--- src/rtl/vrx_pkg.sv ---
package vrx_pkg;
  localparam int X_W     = 10;           // column index bits
  localparam int Y_W     = 9;            // row index bits
  localparam int PIX_W   = 16;
  localparam int WORD_W  = 2 * PIX_W;
  localparam int ADDR_W  = X_W + Y_W;
  localparam int HI_LSB  = 16;           // lsb of the row/height field

  typedef struct packed {
    logic [X_W-1:0] x;
    logic [Y_W-1:0] y;
    logic [X_W:0]   w;   // 1 .. 2**X_W
    logic [Y_W:0]   h;   // 1 .. 2**Y_W
    logic           rd;
  } xfer_cfg_t;
endpackage

--- src/rtl/vrx_decode.sv ---
module vrx_decode
  import vrx_pkg::*;
(
  input  logic [31:0] pos,
  input  logic [31:0] size,
  input  logic        rd,
  output xfer_cfg_t   cfg
);
  logic [X_W-1:0] wf;
  logic [Y_W-1:0] hf;
  logic           unused_bits;

  assign wf = size[X_W-1:0];
  assign hf = size[HI_LSB +: Y_W];

  always_comb begin
    cfg.x  = pos[X_W-1:0];
    cfg.y  = pos[HI_LSB +: Y_W];
    cfg.w  = (wf == '0) ? {1'b1, {X_W{1'b0}}} : {1'b0, wf};
    cfg.h  = (hf == '0) ? {1'b1, {Y_W{1'b0}}} : {1'b0, hf};
    cfg.rd = rd;
  end

  assign unused_bits = ^{pos[31:HI_LSB+Y_W], pos[HI_LSB-1:X_W],
                         size[31:HI_LSB+Y_W], size[HI_LSB-1:X_W]};
endmodule

--- src/rtl/vrx_cursor.sv ---
module vrx_cursor
  import vrx_pkg::*;
(
  input  logic              clk,
  input  logic              rst_n,
  input  logic              load,
  input  xfer_cfg_t         cfg,
  input  logic              step,
  output logic [ADDR_W-1:0] addr,
  output logic              active,
  output logic              rd,
  output logic              last
);
  logic [X_W-1:0] x0;
  logic [Y_W-1:0] row;
  logic [X_W:0]   off;
  logic [X_W:0]   wid;
  logic [Y_W:0]   rows_left;
  logic [X_W-1:0] col;
  logic           row_end;

  assign col     = x0 + off[X_W-1:0];
  assign addr    = {row, col};
  assign row_end = (off == wid - 1'b1);
  assign last    = active && row_end && (rows_left == 1);

  always_ff @(posedge clk) begin
    if (!rst_n) begin
      active    <= 1'b0;
      rd        <= 1'b0;
      x0        <= '0;
      row       <= '0;
      off       <= '0;
      wid       <= '0;
      rows_left <= '0;
    end else if (load) begin
      active    <= 1'b1;
      rd        <= cfg.rd;
      x0        <= cfg.x;
      row       <= cfg.y;
      off       <= '0;
      wid       <= cfg.w;
      rows_left <= cfg.h;
    end else if (step && active) begin
      if (row_end) begin
        off       <= '0;
        row       <= row + 1'b1;
        rows_left <= rows_left - 1'b1;
        if (rows_left == 1) active <= 1'b0;
      end else begin
        off <= off + 1'b1;
      end
    end
  end
endmodule

--- src/rtl/vrx_unpack.sv ---
module vrx_unpack
  import vrx_pkg::*;
(
  input  logic              clk,
  input  logic              rst_n,
  input  logic              clr,
  input  logic              en,
  input  logic              last,
  input  logic              in_valid,
  output logic              in_ready,
  input  logic [WORD_W-1:0] in_data,
  output logic              px_valid,
  output logic [PIX_W-1:0]  px_data
);
  logic [1:0]        cnt;
  logic [WORD_W-1:0] hold;
  logic              take;

  assign px_valid = en && (cnt != 2'd0);
  assign px_data  = (cnt == 2'd2) ? hold[PIX_W-1:0] : hold[WORD_W-1:PIX_W];
  assign in_ready = en && ((cnt == 2'd0) || (cnt == 2'd1 && !last));
  assign take     = in_valid && in_ready;

  always_ff @(posedge clk) begin
    if (!rst_n || clr) begin
      cnt  <= 2'd0;
      hold <= '0;
    end else if (take) begin
      hold <= in_data;
      cnt  <= 2'd2;
    end else if (px_valid) begin
      cnt <= last ? 2'd0 : cnt - 2'd1;
    end
  end
endmodule

--- src/rtl/vrx_pack.sv ---
module vrx_pack
  import vrx_pkg::*;
(
  input  logic              clk,
  input  logic              rst_n,
  input  logic              clr,
  input  logic              en,
  input  logic              last,
  input  logic [PIX_W-1:0]  rdata,
  output logic              issue,
  output logic              out_valid,
  input  logic              out_ready,
  output logic [WORD_W-1:0] out_data
);
  logic [1:0] nsent;    // 0 idle, 1 low issued, 2 word complete in flight
  logic       cap_lo, cap_hi, fin;
  logic       issue_lo, issue_hi;

  assign issue_lo = en && !out_valid && (nsent == 2'd0);
  assign issue_hi = en && (nsent == 2'd1);
  assign issue    = issue_lo || issue_hi;

  always_ff @(posedge clk) begin
    if (!rst_n || clr) begin
      nsent     <= 2'd0;
      cap_lo    <= 1'b0;
      cap_hi    <= 1'b0;
      fin       <= 1'b0;
      out_valid <= 1'b0;
      out_data  <= '0;
    end else begin
      cap_lo <= issue_lo;
      cap_hi <= issue_hi;
      fin    <= (issue_lo && last) || issue_hi;
      if (issue_lo)      nsent <= last ? 2'd2 : 2'd1;
      else if (issue_hi) nsent <= 2'd2;
      else if (fin)      nsent <= 2'd0;
      if (cap_lo) out_data <= {{PIX_W{1'b0}}, rdata};
      if (cap_hi) out_data[WORD_W-1:PIX_W] <= rdata;
      if (fin)                         out_valid <= 1'b1;
      else if (out_valid && out_ready) out_valid <= 1'b0;
    end
  end
endmodule

--- src/rtl/vrect_xfer_engine.sv ---
module vrect_xfer_engine
  import vrx_pkg::*;
(
  input  logic              clk,
  input  logic              rst_n,
  input  logic              start,
  input  logic [31:0]       start_pos,
  input  logic [31:0]       start_size,
  input  logic              start_rd,
  input  logic              in_valid,
  output logic              in_ready,
  input  logic [WORD_W-1:0] in_data,
  output logic              out_valid,
  input  logic              out_ready,
  output logic [WORD_W-1:0] out_data,
  output logic              mem_en,
  output logic              mem_we,
  output logic [ADDR_W-1:0] mem_addr,
  output logic [PIX_W-1:0]  mem_wdata,
  input  logic [PIX_W-1:0]  mem_rdata,
  output logic              busy,
  output logic              rd_active,
  output logic              done,
  output logic              err
);
  xfer_cfg_t cfg;
  logic      act, rd, last, px_valid, issue, step;

  vrx_decode u_dec (.pos(start_pos), .size(start_size), .rd(start_rd), .cfg(cfg));

  vrx_cursor u_cur (
    .clk(clk), .rst_n(rst_n), .load(start), .cfg(cfg), .step(step),
    .addr(mem_addr), .active(act), .rd(rd), .last(last));

  vrx_unpack u_unp (
    .clk(clk), .rst_n(rst_n), .clr(start), .en(act && !rd), .last(last),
    .in_valid(in_valid), .in_ready(in_ready), .in_data(in_data),
    .px_valid(px_valid), .px_data(mem_wdata));

  vrx_pack u_pck (
    .clk(clk), .rst_n(rst_n), .clr(start), .en(act && rd), .last(last),
    .rdata(mem_rdata), .issue(issue), .out_valid(out_valid),
    .out_ready(out_ready), .out_data(out_data));

  assign step      = px_valid || issue;
  assign mem_en    = step;
  assign mem_we    = px_valid;
  assign busy      = act;
  assign rd_active = act && rd;

  always_ff @(posedge clk) begin
    if (!rst_n) begin
      done <= 1'b0;
      err  <= 1'b0;
    end else begin
      done <= step && last && !start;
      err  <= start && act;
    end
  end
endmodule

--- config.mk ---
export PLATFORM = sky130hd
export DESIGN_NAME = vrect_xfer_engine
export DESIGN_NICKNAME = d
export VERILOG_FILES = /design/src/rtl/vrx_pkg.sv /design/src/rtl/vrx_decode.sv /design/src/rtl/vrx_cursor.sv /design/src/rtl/vrx_unpack.sv /design/src/rtl/vrx_pack.sv /design/src/rtl/vrect_xfer_engine.sv
export SDC_FILE = /design/constraint.sdc
export NUM_CORES = 1
export LEC_CHECK = 0
export CELL_PAD_IN_SITES_DETAIL_PLACEMENT = 1
export CELL_PAD_IN_SITES_GLOBAL_PLACEMENT = 1
export CORE_ASPECT_RATIO = 1.4
export CORE_MARGIN = 1.5
export CORE_UTILIZATION = 37
export DETAILED_ROUTE_END_ITERATION = 16
export PLACE_DENSITY = 0.91
export SLEW_MARGIN = 20
export SYNTH_ARGS = -nofsm -noshare
export SYNTH_HDL_FRONTEND = slang
export SYNTH_SLANG_ARGS = --single-unit
export TNS_END_PERCENT = 100
--- constraint.sdc ---
create_clock -name clk -period 4.7 [get_ports clk]
set_input_delay 0.94 -clock clk [delete_from_list [all_inputs] [get_ports clk]]
set_output_delay 0.94 -clock clk [all_outputs]
set_load 0.02 [all_outputs]
==> results of run 1 <==
==> state kept, by name (all words and copies together) (netlist names), 2 cells and up <==
name,cells
u_cur.off,11
u_cur.row,9
u_cur.rows_left,10
u_cur.wid,11
u_cur.x0,10
u_pck.nsent,2
u_pck.out_data,32
u_unp.cnt,2
u_unp.hold,32
==> power groups by stage <==
stage	clock network (mW)	registers (mW)	logic (mW)
6_report	1.36	1.14	0.324
5_1_grt	1.44	1.14	0.352
3_5_place_dp	0	1.16	0.321
3_3_place_gp	0	1.16	0.312
2_1_floorplan	0	1.16	0.165
4_1_cts	1.39	1.14	0.326
==> per-layer routing <==
metal / wire (um) / up-vias / GRT usage / part of all wire
met4: 771 / 0 / 0.1103 / 0.042
met3: 808 / 49 / 0.05727 / 0.044
li1: - / 2766 / - / -
met1: 6979 / 2711 / 0.2162 / 0.38
met2: 9949 / 145 / 0.4024 / 0.54
met5: 0 / - / 0 / 0
==> synthesized netlist by cell type (15+ instances only) <==
cell type	n	area share
dfxtp_1	127	0.42
mux2_2	18	0.033
nor2_1	91	0.056
clkbuf_1	31	0.019
o21ai_0	55	0.045
nand2_1	53	0.033
nand3_1	40	0.033
xor2_1	23	0.033
mux2i_1	41	0.067
nor3b_1	18	0.022
a21oi_1	44	0.036
inv_1	20	0.012
xnor2_1	15	0.021
ha_1	17	0.035
==> layout by cell type, fill, tap and decap left out, types with 4 or more instances in the layout <==
| cell | count |
|---|---|
| o21ai_0 | 55 |
| or3_1 | 6 |
| ha_1 | 17 |
| mux2_2 | 18 |
| nor2b_1 | 6 |
| and2_1 | 4 |
| nand2_1 | 53 |
| nor3_1 | 7 |
| nor4_1 | 6 |
| nand3_1 | 40 |
| a21oi_1 | 44 |
| nand2b_1 | 6 |
| nor2_1 | 90 |
| xnor2_1 | 15 |
| inv_1 | 20 |
| clkbuf_16 | 17 |
| clkdlybuf4s50_1 | 165 |
| mux2i_1 | 41 |
| a31oi_1 | 6 |
| a21o_1 | 4 |
| dfxtp_1 | 127 |
| o21a_1 | 5 |
| buf_4 | 9 |
| and3_1 | 8 |
| nand4_1 | 14 |
| nor3b_1 | 18 |
| xor2_1 | 23 |
==> cell type report <==
cell class	count	area, sq um	share of cell area
clock buffer	19	452.9	0.05310
sequential	127	2542	0.2981
multi-input combinational	519	3317	0.3889
antenna	1	2.502	0.0002934
inverter	21	78.83	0.009242
timing repair buffer	175	1724	0.2021
clock inverter	13	162.7	0.01907
tap	199	249.0	0.02919
==> worst paths after layout <==
check	from	to	cells past startpoint
min reg2reg	u_pck.nsent[1]$_SDFFE_PP0P_	u_pck.nsent[1]$_SDFFE_PP0P_	1
min	u_pck.nsent[1]$_SDFFE_PP0P_	u_pck.nsent[1]$_SDFFE_PP0P_	1
max	u_cur.wid[0]$_SDFFE_PN0P_	in_ready	11
max reg2reg	u_cur.wid[0]$_SDFFE_PN0P_	u_unp.hold[30]$_SDFFE_PP0P_	11
==> kinds of logic (layout without fill, tap and decap cells) <==
logic type / after synthesis / count (layout) / synth area share
buffers and inverters: 65 / 228 / 0.04503
adders and majority gates: 18 / 18 / 0.03808
DFF: 127 / 127 / 0.4160
xor gates and xnor gates: 39 / 39 / 0.05814
and+or+nand+nor: 272 / 272 / 0.2192
other: 0 / 1 / 0
AOI/OAI and AO/OA: 131 / 131 / 0.1232
muxes: 59 / 59 / 0.1003
==> critical path: stages, from the launching register on <==
cell and delay, ns:
dfxtp_1 0.38, inv_1 0.09, ha_1 0.34, nor4b_1 0.29, nand2_1 0.15, mux2_2 0.30, a31oi_1 0.44, nor4_4 0.11
nand2_1 0.15, a21oi_1 0.08, nor2_1 0.11, clkdlybuf4s50_1 0.64
==> flow_metrics.tcl, run 1 <==
set metrics [dict create \
    reg2reg_slack_ns 1.10 \
    yosys_most_used_dff "dfxtp_1" \
    antenna_found_initial 1 \
    holdWs_ns 0.4563 \
    dpl_cell_area_sq_um 7911 \
    die_x_um 111.6 \
    start_kind "flip-flop" \
    crit_type "flip-flop to output port" \
    required_ns 3.76 \
    max_slew.worst_pin.slew_ns 1.118 \
    tns_ns 0 \
    p_clk_frac 0.482 \
    synth_edf_count 0 \
    nets 997 \
    syn_to_final_growth_pct 39.55 \
    cts.clk_slew.worst_paths_ns 0.06 \
    post_cts_buffers 0 \
    cp.arrival_ns 3.50 \
    hpwl_um 13010 \
    nFillCells 1870 \
    cp-end-kind "output port" \
    grt_pass1_vias 6015 \
    drv_cap 0 \
    min_period_ns 4.438 \
    final_cells 1074 \
    async_flop_share 0 \
    comb_power_share 0.115 \
    syn-num-nets 847 \
    dr.pass1.iters 5 \
    grt_overflow 0 \
    syn-instance-count 711 \
    ctsResizeCount 0 \
    syn_area_sq_um 6112 \
    status "finished clean" \
    row_count 55 \
    drc_errors 0 \
    core_sq_um 16170 \
    grt_pass1_wl_um 29710 \
    grt_max_degree 65 \
    clock_path_buffers 2 \
    routedWlPerCell_um 17.23 \
    setup-violations-final 0 \
    layout_setup_ws_ns 0.2621 \
    htree_levels 4 \
    p_total_mw 2.820 \
    ant_nets 0 \
    power_density_nw_per_um2 330.6 \
    vdd_drop_max_v 0.0002169 \
    via_per_inst 5.280 \
    dpl.cell_count 1041 \
    portBuffers 166 \
    start_util 0.3779 \
    ys_seq_elements 127 \
    die_area_sq_um 17310 \
    clock-skew-final_ns 0.007073 \
    die_y_um 155.1 \
    insertion_delay_ns 0.42 \
    relSlewSlack 0.2538 \
    cts_buffers 17 \
    clock.fmax_mhz 225.3 \
    cp_max_fo 8 \
    clkSinkCount 127 \
    p_int_mw 2.130 \
    routabilityCongestion 0.7785 \
    maxSlewViolCount 0 \
    ctsHoldBuffers 0 \
    track_usage 0.2148 \
    seq_area_frac_synth 0.4160 \
    synth.yosys.warnings 0 \
    p_switching_mw 0.6903 \
    drive_gt1_frac 0.07895 \
    cts-root-buf "clkbuf_16" \
    io_pins 193 \
    cts_tree "done" \
    vias 5671 \
    fin_crit_sh 0.9442 \
    drt_iter0_drc 187 \
    netlist-cell-type-count 60 \
    hold_viol_final 0 \
    routed_wl_um 18510 \
    fin_area_sq_um 8529 \
    postLayoutCoreUtil 0.5274 \
    syn_avg_cell_area_sq_um 8.597 \
    dp_slack_ns 0.7691 \
    p_seq_frac 0.403 \
    p_leak_nw 3.232 \
    switching_share 0.2448 \
    hp-class "flip-flop to flip-flop" \
    rsz0062_at_grt "no" \
]
No activity file was read; power rests on OpenSTA's default activity.
==> inputs of run 2 (changes only) <==
--- a/config.mk
+++ b/config.mk
@@ -8,7 +8,7 @@
 export CELL_PAD_IN_SITES_DETAIL_PLACEMENT = 1
 export CELL_PAD_IN_SITES_GLOBAL_PLACEMENT = 1
 export CORE_ASPECT_RATIO = 1.4
-export CORE_MARGIN = 1.5
+export CORE_MARGIN = 3
 export CORE_UTILIZATION = 37
 export DETAILED_ROUTE_END_ITERATION = 16
 export PLACE_DENSITY = 0.91
==> run 2 against run 1 <==
Net effect:
- final area up 0.72%
- flip-flop and latch count did not move
- sequential share of layout area decreased by 0.21 points
- clock skew grew 0.0051 ns
- register-to-register slack better by 0.43 ns
- first-iteration DRC count rose by 23%
==> flow_metrics.tcl, run 2 (same netlist as run 1, synthesis figures left out) <==
set metrics [dict create \
    status "finished clean" \
    multi_input_area_sq_um 3317 \
    drt_iter0_drc 230 \
    crit_type "flip-flop to output port" \
    r2r-start "u_cur.wid[0]$_SDFFE_PN0P_" \
    cts_buffers 17 \
    cp_slowest_cell "clkdlybuf4s50_1" \
    critPathBufInv 2 \
    rsz0062_at_grt "no" \
    max_slew.worst_pin.slew_ns 1.106 \
    maxSlewViolCount 0 \
    min_period_ns 4.349 \
    portBuffers 166 \
    die_y_um 158.1 \
    core_sq_um 16170 \
    reg_top3 "u_pck.out_data (32), u_unp.hold (32)" \
    holdPathStages 2 \
    layout_common_cells "clkdlybuf4s50_1 (165), dfxtp_1 (127), nor2_1 (90), o21ai_0 (55), nand2_1 (53)" \
    hpwl_um 13400 \
    hp-class "flip-flop to flip-flop" \
    p_switching_mw 0.6660 \
    r2r_cells 10 \
    clkSinkCount 127 \
    die_area_sq_um 18120 \
    grt_max_degree 67 \
    grt_pass1_vias 5997 \
    dpl.cell_count 1042 \
    final_common_cell "clkdlybuf4s50_1" \
    reg2reg_slack_ns 1.53 \
    fin_crit_sh 0.9254 \
    cp-end-kind "output port" \
    holdPathEnd "u_unp.hold[16]$_SDFFE_PP0P_" \
    drc_errors 0 \
    nets 998 \
    clock-skew-final_ns 0.01222 \
    vdd_drop_max_v 0.0002527 \
    dr.pass1.iters 5 \
    grt_pass1_wl_um 29830 \
    vias 5658 \
    htree_levels 4 \
    cts_tree "done" \
    routedWlPerCell_um 17.23 \
    max_stage_delay_ns 0.64 \
    cp_common_cell "nand2_1" \
    die_x_um 114.6 \
    final_cells 1074 \
    routed_wl_um 18510 \
    track_usage 0.2073 \
    cts.clk_slew.worst_paths_ns 0.06 \
    holdWs_ns 0.4671 \
    p_int_mw 2.291 \
    p_clk_frac 0.507 \
    drv_cap 0 \
    ant_nets 0 \
    drive_gt1_frac 0.07657 \
    required_ns 3.76 \
    io_pins 193 \
    syn_to_final_growth_pct 40.55 \
    switching_share 0.2252 \
    comb_power_share 0.109 \
    p_leak_nw 3.270 \
    routabilityCongestion 0.7941 \
    hold_start "u_unp.hold[16]$_SDFFE_PP0P_" \
    p_seq_frac 0.384 \
    worstPathCellList "inv_1 > ha_1 > nor4b_1 > nand2_1 > mux2_2 > a31oi_1 > nor4_4 > nand2_1 > a21oi_1 > nor2_1 > clkdlybuf4s50_1" \
    setup-violations-final 0 \
    grt_overflow 0 \
    start_kind "flip-flop" \
    power_density_nw_per_um2 344.2 \
    crit_path_start "u_cur.wid[0]$_SDFFE_PN0P_" \
    cts-root-buf "clkbuf_16" \
    tns_ns 0 \
    ctsHoldBuffers 0 \
    cp_max_fo 8 \
    row_count 55 \
    crit_family "simple AND/OR/NAND/NOR gates" \
    relSlewSlack 0.2619 \
    cp.arrival_ns 3.41 \
    start_util 0.3779 \
    hold_viol_final 0 \
    nFillCells 1850 \
    ctsResizeCount 0 \
    regToRegEndpoint "u_unp.hold[29]$_SDFFE_PP0P_" \
    antenna_found_initial 0 \
    insertion_delay_ns 0.42 \
    register_area_sq_um 2542 \
    clock_path_buffers 2 \
    antenna_cells 0 \
    clock.fmax_mhz 229.9 \
    post_cts_buffers 0 \
    via_per_inst 5.268 \
]
-- run 2: power by group through the flow --
stage / sequential, mW / combinational (mW) / clock [mW]
after floorplan: 1.16 / 0.165 / 0
after global placement: 1.16 / 0.314 / 0
after detailed placement: 1.16 / 0.322 / 0
after CTS: 1.14 / 0.325 / 1.53
after global routing: 1.14 / 0.352 / 1.58
final: 1.14 / 0.323 / 1.50
-- run 2: routing by layer --
layer / part of all wire / GRT usage / wire length (um)
met5: 0 / 0 / 0
met4: 0.040 / 0.1087 / 740
met3: 0.049 / 0.05698 / 907
met2: 0.54 / 0.3780 / 9948
met1: 0.37 / 0.2138 / 6909
-- run 2: area by class of cell --
type / count / share of cell area
multi-input cells: 519 / 0.3861
flip-flops and latches: 127 / 0.2960
repair buffers: 176 / 0.2016
clock buffers: 22 / 0.05403
well taps: 199 / 0.02898
clock inverters: 10 / 0.02418
inverters: 21 / 0.009176
-- run 2: worst max-delay path by stage --
stage / to / cells after the start
2_1_floorplan: in_ready / 12
3_3_place_gp: in_ready / 11
3_5_place_dp: in_ready / 11
4_1_cts: in_ready / 11
5_1_grt: in_ready / 11
6_report: in_ready / 11
-- run 2: stage by stage --
step,setup slack [ns],total power [mW],cell area [sq um],utilization
detailed placement,0.8284,1.480,7919,0.4897
global route,0.1016,3.073,8591,0.5312
finish,0.3508,2.957,8591,0.5312
CTS,0.3265,2.989,8591,0.5312
global placement,0.8533,1.470,7919,0.4897
floorplan,1.298,1.321,6112,-
-- run 2: worst register-to-register path, delay by kind of cell (launching register included) --
kind	cells	cell delay (ns)
fa+ha+maj	1	0.32
compound gates	4	1.07
buf+inv	2	0.57
mux	1	0.25
simple gates	2	0.44
flops	1	0.38
==> inputs of run 3 (changes only) <==
--- a/config.mk
+++ b/config.mk
@@ -11,7 +11,7 @@
 export CORE_MARGIN = 3
 export CORE_UTILIZATION = 37
 export DETAILED_ROUTE_END_ITERATION = 16
-export PLACE_DENSITY = 0.91
+export PLACE_DENSITY_LB_ADDON = 0.25
 export SLEW_MARGIN = 20
 export SYNTH_ARGS = -nofsm -noshare
 export SYNTH_HDL_FRONTEND = slang
==> run 3 against run 2 <==
Net effect:
- die area stayed put
- worst hold slack worse by 0.025 ns
- final area is 1.2% lower
- flip-flop and latch count stayed put
- core utilization is 0.66 points lower
- combinational power hardly changed
- critical path depth stayed put
- non-clock buffer count stayed put
- first-iteration DRC count is 33% lower
- clock skew hardly changed
- power is 8.4% lower
==> flow_metrics.tcl, run 3 (same netlist as run 1, synthesis figures left out) <==
set metrics [dict create \
    switching_share 0.2705 \
    cts.clk_slew.worst_paths_ns 0.06 \
    routabilityCongestion 0.8616 \
    cp_max_fo 8 \
    grt_max_degree 67 \
    crit_family "simple AND/OR/NAND/NOR gates" \
    grt_pass1_wl_um 28590 \
    hpwl_um 13130 \
    final_common_cell "clkdlybuf4s50_1" \
    via_per_inst 5.202 \
    die_x_um 114.6 \
    layout_setup_ws_ns 0.3428 \
    worstPathCellList "inv_1 > ha_1 > nor4b_1 > nand2_1 > mux2_2 > a31oi_1 > nor4_4 > nand2_1 > a21oi_1 > nor2_1 > clkdlybuf4s50_1" \
    p_int_mw 1.975 \
    track_usage 0.1951 \
    post_cts_buffers 0 \
    drc_errors 0 \
    holdPathStages 1 \
    r2r_cells 10 \
    regToRegEndpoint "u_unp.hold[27]$_SDFFE_PP0P_" \
    insertion_delay_ns 0.41 \
    cts_buffers 17 \
    drive_gt1_frac 0.08114 \
    holdPathEnd "u_pck.nsent[1]$_SDFFE_PP0P_" \
    nFillCells 1883 \
    die_area_sq_um 18120 \
    dp_slack_ns 0.8200 \
    crit_type "flip-flop to output port" \
    fin_area_sq_um 8484 \
    syn_to_final_growth_pct 38.81 \
    die_y_um 158.1 \
    drv_cap 0 \
    portBuffers 166 \
    p_seq_frac 0.419 \
    cp_common_cell "nand2_1" \
    row_count 55 \
    max_stage_delay_ns 0.63 \
    clock-skew-final_ns 0.01180 \
    max_slew.worst_pin.slew_ns 0.8520 \
    hp-class "flip-flop to flip-flop" \
    ctsHoldBuffers 0 \
    min_period_ns 4.357 \
    antenna_cells 0 \
    layout_common_cells "clkdlybuf4s50_1 (165), dfxtp_1 (126), nor2_1 (90), o21ai_0 (55), nand2_1 (53)" \
    r2r-start "u_cur.wid[0]$_SDFFE_PN0P_" \
    reg_top3 "u_pck.out_data (32), u_unp.hold (32)" \
    multi_input_area_sq_um 3317 \
    drt_iter0_drc 155 \
    clkSinkCount 127 \
    rsz0062_at_grt "no" \
    cts-root-buf "clkbuf_16" \
    cp_slowest_cell "clkdlybuf4s50_1" \
    clock.fmax_mhz 229.5 \
    htree_levels 4 \
    p_leak_nw 3.209 \
    cp-end-kind "output port" \
    antenna_found_initial 0 \
    start_kind "flip-flop" \
    critPathBufInv 2 \
    vias 5587 \
    vdd_drop_max_v 0.0002277 \
    setup-violations-final 0 \
    routed_wl_um 17790 \
    io_pins 193 \
    ctsResizeCount 0 \
    relSlewSlack 0.4268 \
    status "finished clean" \
    register_area_sq_um 2544 \
    core_sq_um 16170 \
    clock_path_buffers 2 \
    start_util 0.3779 \
    hold_start "u_pck.nsent[1]$_SDFFE_PP0P_" \
    p_clk_frac 0.462 \
    p_switching_mw 0.7326 \
    reg2reg_slack_ns 1.53 \
    tns_ns 0 \
    grt_pass1_vias 6031 \
    nets 998 \
    required_ns 3.76 \
    fin_crit_sh 0.9271 \
    maxSlewViolCount 0 \
    cp.arrival_ns 3.42 \
    comb_power_share 0.118 \
    cts_tree "done" \
    grt_overflow 0 \
    dpl_cell_area_sq_um 7919 \
    dr.pass1.iters 4 \
    hold_viol_final 0 \
    routedWlPerCell_um 16.56 \
    ant_nets 0 \
    power_density_nw_per_um2 319.2 \
]
-- run 3: how the worst max path moves through the flow --
stage,start,endpoint,slack (ns),cells past startpoint
final,u_cur.wid[0]$_SDFFE_PN0P_,in_ready,0.34,11
after detailed placement,u_cur.wid[0]$_SDFFE_PN0P_,in_ready,0.82,11
after global routing,u_cur.wid[0]$_SDFFE_PN0P_,in_ready,0.08,11
after global placement,u_cur.wid[0]$_SDFFE_PN0P_,in_ready,0.82,11
after floorplan,u_cur.wid[0]$_SDFFE_PN0P_,in_ready,1.30,12
after CTS,u_cur.wid[0]$_SDFFE_PN0P_,in_ready,0.35,11
-- run 3: layout make-up --
class / count / share of cell area
Multi-Input combinational cell: 519 / 0.3909
Sequential cell: 127 / 0.2998
Timing Repair Buffer: 176 / 0.2041
Clock buffer: 18 / 0.05176
Tap cell: 199 / 0.02935
Clock inverter: 14 / 0.01475
Inverter: 21 / 0.009291
-- run 3: metal layers --
metal | global-route usage | vias to the layer above | share of wire
li1 | - | 2770 | -
met4 | 0.06678 | 0 | 0.018
met2 | 0.3750 | 121 | 0.55
met5 | 0 | - | 0
met1 | 0.1952 | 2672 | 0.38
met3 | 0.06080 | 24 | 0.057
-- run 3: worst reg2reg max path: cells and delay by family (launching register included) --
| kind | cells | cell delay, ns |
|---|---|---|
| compound gates | 4 | 1.07 |
| buf+inv | 2 | 0.58 |
| simple gates | 2 | 0.42 |
| flops | 1 | 0.37 |
| fa+ha+maj | 1 | 0.33 |
| mux | 1 | 0.26 |
-- run 3: power by group through the flow --
stage                     clock [mW]  combinational, mW  sequential (mW)
final                           1.25              0.321             1.13
after global routing            1.34              0.351             1.14
after CTS                       1.28              0.325             1.14
after detailed placement           0              0.322             1.16
after global placement             0              0.310             1.16
after floorplan                    0              0.165             1.16
-- run 3: through the flow --
step / std cells / utilization / power, mW / hold WS, ns
floorplan: 711 / - / 1.321 / 0.4170
global placement: 1042 / 0.4897 / 1.466 / 0.4257
detailed placement: 1042 / 0.4897 / 1.481 / 0.4320
CTS: 1074 / 0.5246 / 2.743 / 0.4460
global route: 1074 / 0.5246 / 2.826 / 0.4699
finish: 1074 / 0.5246 / 2.708 / 0.4417
